`src/rtl/cla_pkg.sv`:
```
package cla_pkg;
    parameter int unsigned ADD_W   = 16;
    parameter int unsigned SLICE_W = 4;

    typedef struct packed {
        logic p;
        logic g;
    } pg_pair_t;
endpackage

```
`src/rtl/cla_lookahead.sv`:
```
module cla_lookahead #(
    parameter int unsigned N = 4
) (
    input  logic [N-1:0] p_i,
    input  logic [N-1:0] g_i,
    input  logic         c0_i,
    output logic [N-1:0] carry_o,
    output logic         gp_o,
    output logic         gg_o
);
    logic [N-1:0] carry_d;
    logic         gen_d;
    logic         term_d;
    logic         prod_d;

    // Flat sum-of-products per carry: no carry term feeds another
    always_comb begin
        carry_d    = '0;
        carry_d[0] = c0_i;
        gen_d      = 1'b0;
        term_d     = 1'b0;
        prod_d     = 1'b0;
        for (int i = 0; i < int'(N); i++) begin
            term_d = 1'b0;
            for (int j = 0; j <= i; j++) begin
                prod_d = g_i[j];
                for (int k = j + 1; k <= i; k++) begin
                    prod_d = prod_d & p_i[k];
                end
                term_d = term_d | prod_d;
            end
            gen_d  = term_d;
            prod_d = c0_i;
            for (int k = 0; k <= i; k++) begin
                prod_d = prod_d & p_i[k];
            end
            if (i + 1 < int'(N)) begin
                carry_d[i+1] = term_d | prod_d;
            end
        end
    end

    assign carry_o = carry_d;
    assign gg_o    = gen_d;
    assign gp_o    = &p_i;
endmodule

```
`src/rtl/cla_slice.sv`:
```
module cla_slice #(
    parameter int unsigned SW = 4
) (
    input  logic [SW-1:0] a_i,
    input  logic [SW-1:0] b_i,
    input  logic          cin_i,
    output logic [SW-1:0] sum_o,
    output logic          gp_o,
    output logic          gg_o
);
    logic [SW-1:0] bit_p;
    logic [SW-1:0] bit_g;
    logic [SW-1:0] bit_c;

    assign bit_p = a_i ^ b_i;
    assign bit_g = a_i & b_i;

    cla_lookahead #(.N(SW)) u_la (
        .p_i     (bit_p),
        .g_i     (bit_g),
        .c0_i    (cin_i),
        .carry_o (bit_c),
        .gp_o    (gp_o),
        .gg_o    (gg_o)
    );

    assign sum_o = bit_p ^ bit_c;
endmodule

```
`src/rtl/cla16_adder.sv`:
```
module cla16_adder
    import cla_pkg::*;
#(
    parameter int unsigned W  = ADD_W,
    parameter int unsigned SW = SLICE_W
) (
    input  logic [W-1:0] a_i,
    input  logic [W-1:0] b_i,
    input  logic         cin_i,
    output logic [W-1:0] sum_o,
    output logic         cout_o,
    output logic         grp_p_o,
    output logic         grp_g_o
);
    localparam int unsigned NS = W / SW;

    pg_pair_t [NS-1:0] slice_pg;
    logic     [NS-1:0] slice_p;
    logic     [NS-1:0] slice_g;
    logic     [NS-1:0] slice_c;

    for (genvar s = 0; s < NS; s++) begin : g_slice
        cla_slice #(.SW(SW)) u_slice (
            .a_i   (a_i[s*SW +: SW]),
            .b_i   (b_i[s*SW +: SW]),
            .cin_i (slice_c[s]),
            .sum_o (sum_o[s*SW +: SW]),
            .gp_o  (slice_pg[s].p),
            .gg_o  (slice_pg[s].g)
        );
        assign slice_p[s] = slice_pg[s].p;
        assign slice_g[s] = slice_pg[s].g;
    end

    cla_lookahead #(.N(NS)) u_top_la (
        .p_i     (slice_p),
        .g_i     (slice_g),
        .c0_i    (cin_i),
        .carry_o (slice_c),
        .gp_o    (grp_p_o),
        .gg_o    (grp_g_o)
    );

    assign cout_o = grp_g_o | (grp_p_o & cin_i);
endmodule

```
`config.mk`:
```
export PLATFORM = sky130hd
export DESIGN_NAME = cla16_adder
export DESIGN_NICKNAME = d
export VERILOG_FILES = /design/src/rtl/cla_pkg.sv /design/src/rtl/cla_lookahead.sv /design/src/rtl/cla_slice.sv /design/src/rtl/cla16_adder.sv
export SDC_FILE = /design/constraint.sdc
export NUM_CORES = 1
export LEC_CHECK = 0
export BUFFER_PORTS_ARGS = -buffer_cell sky130_fd_sc_hd__buf_2
export CAP_MARGIN = 20
export CORE_AREA = 2 2 44 46
export DETAILED_ROUTE_END_ITERATION = 10
export DIE_AREA = 0 0 46 48
export PLACE_DENSITY = 0.79
export SLEW_MARGIN = 25
export SYNTH_ARGS = -nofsm -noshare
export SYNTH_HDL_FRONTEND = slang
export SYNTH_HIERARCHICAL = 1
export SYNTH_SLANG_ARGS = --single-unit
```
`constraint.sdc`:
```
create_clock -name vclk -period 3
set_clock_uncertainty 0.1 [all_clocks]
set_input_delay 0.6 -clock vclk [all_inputs]
set_output_delay 0.6 -clock vclk [all_outputs]
set_load 0.05 [all_outputs]
```
Word-level counts from Yosys, hierarchy flattened
Cells that the tools add are included.
- logic and storage cells: 109
- register bits: 0
- output and inout port bits: 19
- bitwise operators: 104
- reductions and logical operators: 5
- operators with widths (operator ; count):
    AND 1 bit ; 46
    bitwise OR 1 bit ; 46
    bitwise XOR 4 bit ; 8
    AND 4 bit ; 4
    AND reduction 16 bit ; 1
    AND reduction 4 bit ; 4

Logic depth before layout (Yosys ltp)
Gate-level depths: netlist of run 1.
- depth after elaboration: 17
- mapped depth: 8
- depth with buffers taken out: 8

By module
Netlist of run 1, hierarchy kept.
- modules (own cells, without submodules) (module ; instances ; area an instance (µm²) ; seq. area each (µm²) ; cells each):
    cla_slice ; 4 ; 85.1 ; 0.0 ; 8
    cla_lookahead ; 5 ; 65.1 ; 0.0 ; 11
    cla16_adder ; 1 ; 7.5 ; 0.0 ; 1

Worst setup path after synthesis of run 1
Ideal clock, no wire load.
- path kind: input -> output
- start: input port a_i[1]
- end: output port sum_o[15]
- stages: 8
- path slack: -0.437 ns
- data arrival time: 2.737 ns
- buffers on the path: 0
- cell sequence: ha_1 > a21oi_1 > o21ai_1 > a21o_1 > a31o_1 > a21o_1 > a31o_1 > xor2_1
- longest elaborated chain between the ends: 17
- elaborated cells on any way between the ends: 24
- those cells by class: bitwise (23); reduce/logical (1)
- ends and longest elaborated chain (what ; line ; text):
    from (decl) ; cla16_adder.sv:7 ; input logic [W-1:0] a_i,
    bitwise XOR 4 bit ; cla_slice.sv:15 ; assign bit_p = a_i ^ b_i;
    AND 1 bit (3 in a row) ; cla_lookahead.sv:28 ; prod_d = prod_d & p_i[k];
    bitwise OR 1 bit (*) (3 in a row) ; cla_lookahead.sv:30 ; term_d = term_d | prod_d;
    named net slice_g[0] ; cla16_adder.sv:19 ; logic [NS-1:0] slice_g;
    AND 1 bit (*) (2 in a row) ; cla_lookahead.sv:28 ;
    bitwise OR 1 bit (*) (2 in a row) ; cla_lookahead.sv:30 ;
    bitwise OR 1 bit (*) ; cla_lookahead.sv:38 ; carry_d[i+1] = term_d | prod_d;
    named net slice_c[3] ; cla16_adder.sv:20 ; logic [NS-1:0] slice_c;
    AND 1 bit (*) (2 in a row) ; n/a ;
    AND 1 bit (*) ; cla_lookahead.sv:35 ; prod_d = prod_d & p_i[k];
    bitwise OR 1 bit (*) ; cla_lookahead.sv:38 ;
    named net g_slice[3].u_slice.bit_c[3] ; cla_slice.sv:13 ; logic [SW-1:0] bit_c;
    bitwise XOR 4 bit (*) ; cla_slice.sv:27 ; assign sum_o = bit_p ^ bit_c;
    to (decl) ; cla16_adder.sv:10 ; output logic [W-1:0] sum_o,
Mark *: on every way through the listed nets, which the timed path passes. The rest lies on a longest branch.

Worst setup path in the final report of run 1
- start: input port a_i[9]
- end: output port sum_o[14]
- longest elaborated chain between the ends: 13
- elaborated cells on any way between the ends: 21
- those cells by class: bitwise (20); reduce/logical (1)
- ends and longest elaborated chain (what ; line ; text):
    bitwise XOR 4 bit ; cla_slice.sv:15 ;
    named net g_slice[2].u_slice.bit_p[1] ; cla_slice.sv:11 ; logic [SW-1:0] bit_p;
    AND 1 bit (3 in a row) ; cla_lookahead.sv:28 ;
    bitwise OR 1 bit (3 in a row) ; cla_lookahead.sv:30 ;
    named net slice_g[2] ; cla16_adder.sv:19 ;
    bitwise OR 1 bit ; cla_lookahead.sv:30 ;
    bitwise OR 1 bit ; cla_lookahead.sv:38 ;
    named net slice_c[3] ; cla16_adder.sv:20 ;
    AND 1 bit (2 in a row) ; n/a ;
    bitwise OR 1 bit ; cla_lookahead.sv:38 ;
    named net g_slice[3].u_slice.bit_c[2] ; cla_slice.sv:13 ;
    bitwise XOR 4 bit ; cla_slice.sv:27 ;
The timed path passes the listed nets, and every way through them passes these cells.

==> results of run 1 <==
==> cells by family (layout without fill, tap and decap cells) <==
| family | after synthesis | after routing | share of synthesized area |
|---|---|---|---|
| and+or+nand+nor | 15 | 15 | 0.0837 |
| buffers and inverters | 5 | 77 | 0.0558 |
| xor gates and xnor gates | 16 | 16 | 0.208 |
| adders and majority gates | 16 | 16 | 0.297 |
| AOI/OAI and AO/OA | 36 | 36 | 0.355 |
==> area by class of cell <==
| type | instances | area, µm² | area share |
|---|---|---|---|
| Multi-Input combinational cell | 83 | 871 | 0.626 |
| Timing Repair Buffer | 77 | 499 | 0.359 |
| Tap cell | 17 | 21.3 | 0.0153 |
==> path summary, 6_finish.rpt <==
kind	endpoint	slack [ns]	cells after the start
min	sum_o[0]	1.49	3
max	sum_o[14]	0.02	10
==> power by group through the flow <==
stage	clock [µW]	combinational (µW)	sequential (µW)
3_5_place_dp	0	464	0
2_1_floorplan	0	343	0
5_1_grt	0	559	0
3_3_place_gp	0	456	0
4_1_cts	0	505	0
6_report	0	530	0
==> metrics by stage <==
| step | setup WS (ns) | TNS (ns) |
|---|---|---|
| 6_report | 0.0200 | 0 |
| 5_1_grt | -0.0545 | -0.114 |
| 4_1_cts | 0.0000888 | 0 |
| 3_5_place_dp | -0.201 | -1.04 |
| 3_3_place_gp | -0.166 | -0.766 |
| 2_1_floorplan | -0.171 | -0.372 |
==> cells in the mapped netlist <==
cell type   n
ha_1       16
a21o_1     16
a31o_1      5
nor2_1      5
buf_4       5
nand2_1    10
a21oi_1    10
xor2_1     16
o21ai_1     5
==> what timing repair did <==
action,4_1_cts,5_1_grt
gates resized for setup,21,13
hold buffers,0,0
hold endpoints to repair,0,0
endpoints found under the setup margin,9,9
setup buffers,0,3
pin swaps,9,10
==> metal layers <==
metal,wire (µm),vias up,GRT usage
met5,0,-,0
met4,14,0,0
met3,120,2,0.00755
met2,1410,39,0.447
met1,785,428,0.221
li1,-,452,-
==> flow_metrics.tcl, run 1 <==
set metrics [dict create \
    pwr-share-seq 0 \
    finalNetCount 211 \
    placed_cell_area_um2 1190 \
    syn_to_final_growth_pct 107 \
    drv_slew 0 \
    hold_slack_ns 1.49 \
    num_vias 921 \
    drcViolationCount 0 \
    tightest_slew_ns 0.263 \
    routedWlPerCell_um 13.2 \
    cp_slowest_cell "ha_4" \
    gp_congestion 0.817 \
    layout_min_cycle_time_ns 2.98 \
    status "finished, final reports clean" \
    hpwl_mm 1.77 \
    pin_count 52 \
    critPathKind "in -> out" \
    n_clock_buffer 0 \
    grt_pass1_wl_mm 3.44 \
    layoutNonFillerInstCount 177 \
    grt_remaining_overflow 0 \
    post-route-util 0.824 \
    max-cap-violations 0 \
    mostFrequentLayoutCell "buf_2" \
    p_total_uw 530 \
    synthCells 88 \
    worst_ir_drop_vdd_v 0.000266 \
    design_area_um2 1390 \
    place_inst 174 \
    antenna_found_initial 0 \
    placementRows 15 \
    yosysWarningCount 6 \
    syn-num-nets 137 \
    via_per_inst 5.20 \
    yosys-top-cells-area "ha_1 (30%), xor2_1 (21%), a21o_1 (18%)" \
    fill_cells 110 \
    grt_pass1_vias 900 \
    rsz0062_at_grt "true" \
    die_x_um 46 \
    grt_max_degree 6 \
    cp_cell_sequence "buf_2 -> ha_4 -> a21oi_2 -> o21ai_1 -> a21o_1 -> a31o_1 -> a21o_1 -> a21o_1 -> xor2_4 -> buf_6" \
    crit_arrival_ns 2.28 \
    path_common_cell "a21o_1" \
    ys_types 9 \
    hp-class "in -> out" \
    p_leak_uw 0.000749 \
    max_stage_delay_ns 0.24 \
    dieArea_um2 2210 \
    crit_start "a_i[9]" \
    powerDensity_nw_per_um2 381 \
    regArea_um2 0 \
    avgSynthCellArea_um2 7.65 \
    gr-usage-all-layers 0.203 \
    diodes 0 \
    seq_area_frac_synth 0 \
    firstDrtPassIters 4 \
    p_clk_frac 0 \
    path_buf_inv 2 \
    drive_gt1_frac 0.675 \
    setup_viol 0 \
    die_h_um 48 \
    switchingPower_uw 327 \
    slew_headroom 0.825 \
    post-route-period-util 0.993 \
    layout_common_cells "buf_2 (42), buf_4 (27), a21o_1 (16)" \
    initial_core_util 0.399 \
    drt-initial-drc-count 9 \
    end_kind "output port" \
    critPathMaxFanout 3 \
    min_from "cin_i" \
    worstPathRequired_ns 2.30 \
    netlist.area_leader.share 0.297 \
    sw_frac_of_total 0.616 \
    seq_cell_count 0 \
    max_freq_mhz 336 \
    power.share.combinational 1.000 \
    crit_path_start_kind "primary input" \
    p_int_uw 203 \
    crit_family "compound AO/OA/AOI/OAI gates" \
    synthesis.area_um2 673 \
    final-hold-violation-count 0 \
    synth_largest_area_cell "ha_1" \
    core-area_um2 1690 \
    wirelength_mm 2.33 \
    io_buffers 52 \
    ant_nets 0 \
]
Power figures use the tool's default switching activity.
==> inputs of run 2 (changes only) <==
--- a/config.mk
+++ b/config.mk
@@ -5,12 +5,12 @@
 export SDC_FILE = /design/constraint.sdc
 export NUM_CORES = 1
 export LEC_CHECK = 0
-export BUFFER_PORTS_ARGS = -buffer_cell sky130_fd_sc_hd__buf_2
 export CAP_MARGIN = 20
-export CORE_AREA = 2 2 44 46
+export CORE_AREA = 2 2 39 41
 export DETAILED_ROUTE_END_ITERATION = 10
-export DIE_AREA = 0 0 46 48
-export PLACE_DENSITY = 0.79
+export DIE_AREA = 0 0 41 43
+export DONT_BUFFER_PORTS = 1
+export PLACE_DENSITY = 0.66
 export SLEW_MARGIN = 25
 export SYNTH_ARGS = -nofsm -noshare
 export SYNTH_HDL_FRONTEND = slang
==> flow_metrics.tcl, run 2 (synthesized netlist as in run 1, its figures left out) <==
set metrics [dict create \
    crit_path_start_kind "primary input" \
    layoutNonFillerInstCount 138 \
    drv_slew 0 \
    setup_viol 3 \
    violations "setup timing" \
    syn_to_final_growth_pct 94.6 \
    place_inst 133 \
    critPathKind "in -> out" \
    initial_core_util 0.486 \
    drive_gt1_frac 0.566 \
    critPathMaxFanout 3 \
    num_vias 965 \
    max-cap-violations 0 \
    p_leak_uw 0.000634 \
    grt_max_degree 6 \
    slew_headroom 0.769 \
    diodes 0 \
    via_per_inst 6.99 \
    hp-class "in -> out" \
    setup-tns-final_ns -0.312 \
    wirelength_mm 3.71 \
    placementRows 14 \
    ant_nets 0 \
    mostFrequentLayoutCell "buf_4" \
    drt-initial-drc-count 28 \
    grt_pass1_wl_mm 3.59 \
    n_clock_buffer 0 \
    powerDensity_nw_per_um2 476 \
    end_kind "output port" \
    fin_ws_ns -0.183 \
    max_freq_mhz 314 \
    gr-usage-all-layers 0.289 \
    crit_arrival_ns 2.48 \
    regArea_um2 0 \
    gp_congestion 0.702 \
    hpwl_mm 1.61 \
    layout_common_cells "buf_4 (30), a21o_1 (16), xor2_2 (9), buf_12 (9)" \
    worst_ir_drop_vdd_v 0.000350 \
    grt_pass1_vias 849 \
    finalNetCount 173 \
    core-area_um2 1380 \
    die_h_um 43 \
    tightest_slew_ns 0.345 \
    seq_cell_count 0 \
    drcViolationCount 0 \
    dieArea_um2 1760 \
    routedWlPerCell_um 26.9 \
    antenna_found_initial 0 \
    final-hold-violation-count 0 \
    io_buffers 0 \
    layout_min_cycle_time_ns 3.18 \
    worstPathRequired_ns 2.30 \
    pin_count 52 \
    grt_remaining_overflow 0 \
    post-route-period-util 1.06 \
    status "complete, but fails checks" \
    firstDrtPassIters 4 \
    die_x_um 41 \
]
## run 2: changes by cell type in the layout (fill, tap and decap cells not counted), sizes merged
| cell | delta |
|---|---|
| buf | -37 |
| clkbuf | -1 |
## run 2: power breakdown
group          internal, µW  switching (µW)
sequential                0               0
combinational           261             362
clock                     0               0
total                   261             362
## run 2: path summary, 6_finish.rpt
path                 from        end  slack [ns]  cells after the start
hold / removal      cin_i   sum_o[0]        1.33                      2
setup / recovery  a_i[10]  sum_o[15]       -0.18                      9
## run 2: cell type report
type                            count  area (µm²)
Timing Repair Buffer               39         405
Fill cell                          40        73.8
Multi-Input combinational cell     83         885
Tap cell                           16        20.0
## run 2: critical path, cell delays in order
cell     delay [ns]
ha_1           0.29
nand2_1        0.11
nor2_1         0.30
a21o_1         0.21
a31o_1         0.16
a21o_1         0.18
a31o_1         0.21
xor2_2         0.24
buf_12         0.17
## run 2: what timing repair did
| action | CTS | global route |
|---|---|---|
| pin swaps | 10 | 10 |
| setup buffers | 4 | 1 |
| hold buffers | 0 | 0 |
| endpoints found under the setup margin | 3 | 6 |
| gates resized for setup | 10 | 10 |
## run 2: stage by stage
step | setup slack, ns | total power, µW | cell area (µm²) | hold slack (ns) | utilization
floorplan | -0.171 | 343 | 778 | 1.40 | -
global placement | -0.00403 | 533 | 1130 | 1.32 | 0.816
detailed placement | -0.0779 | 544 | 1130 | 1.32 | 0.816
CTS | 0.00317 | 566 | 1240 | 1.32 | 0.895
global route | -0.210 | 637 | 1310 | 1.35 | 0.947
finish | -0.183 | 623 | 1310 | 1.33 | 0.947
## run 2: per-layer routing
layer	vias up	routed length, µm	track usage	share of wire
met5	-	0	0	0
met4	0	359	0.0333	0.097
met3	48	299	0.0419	0.081
met2	98	1920	0.550	0.52
met1	440	1130	0.318	0.30
li1	379	-	-	-
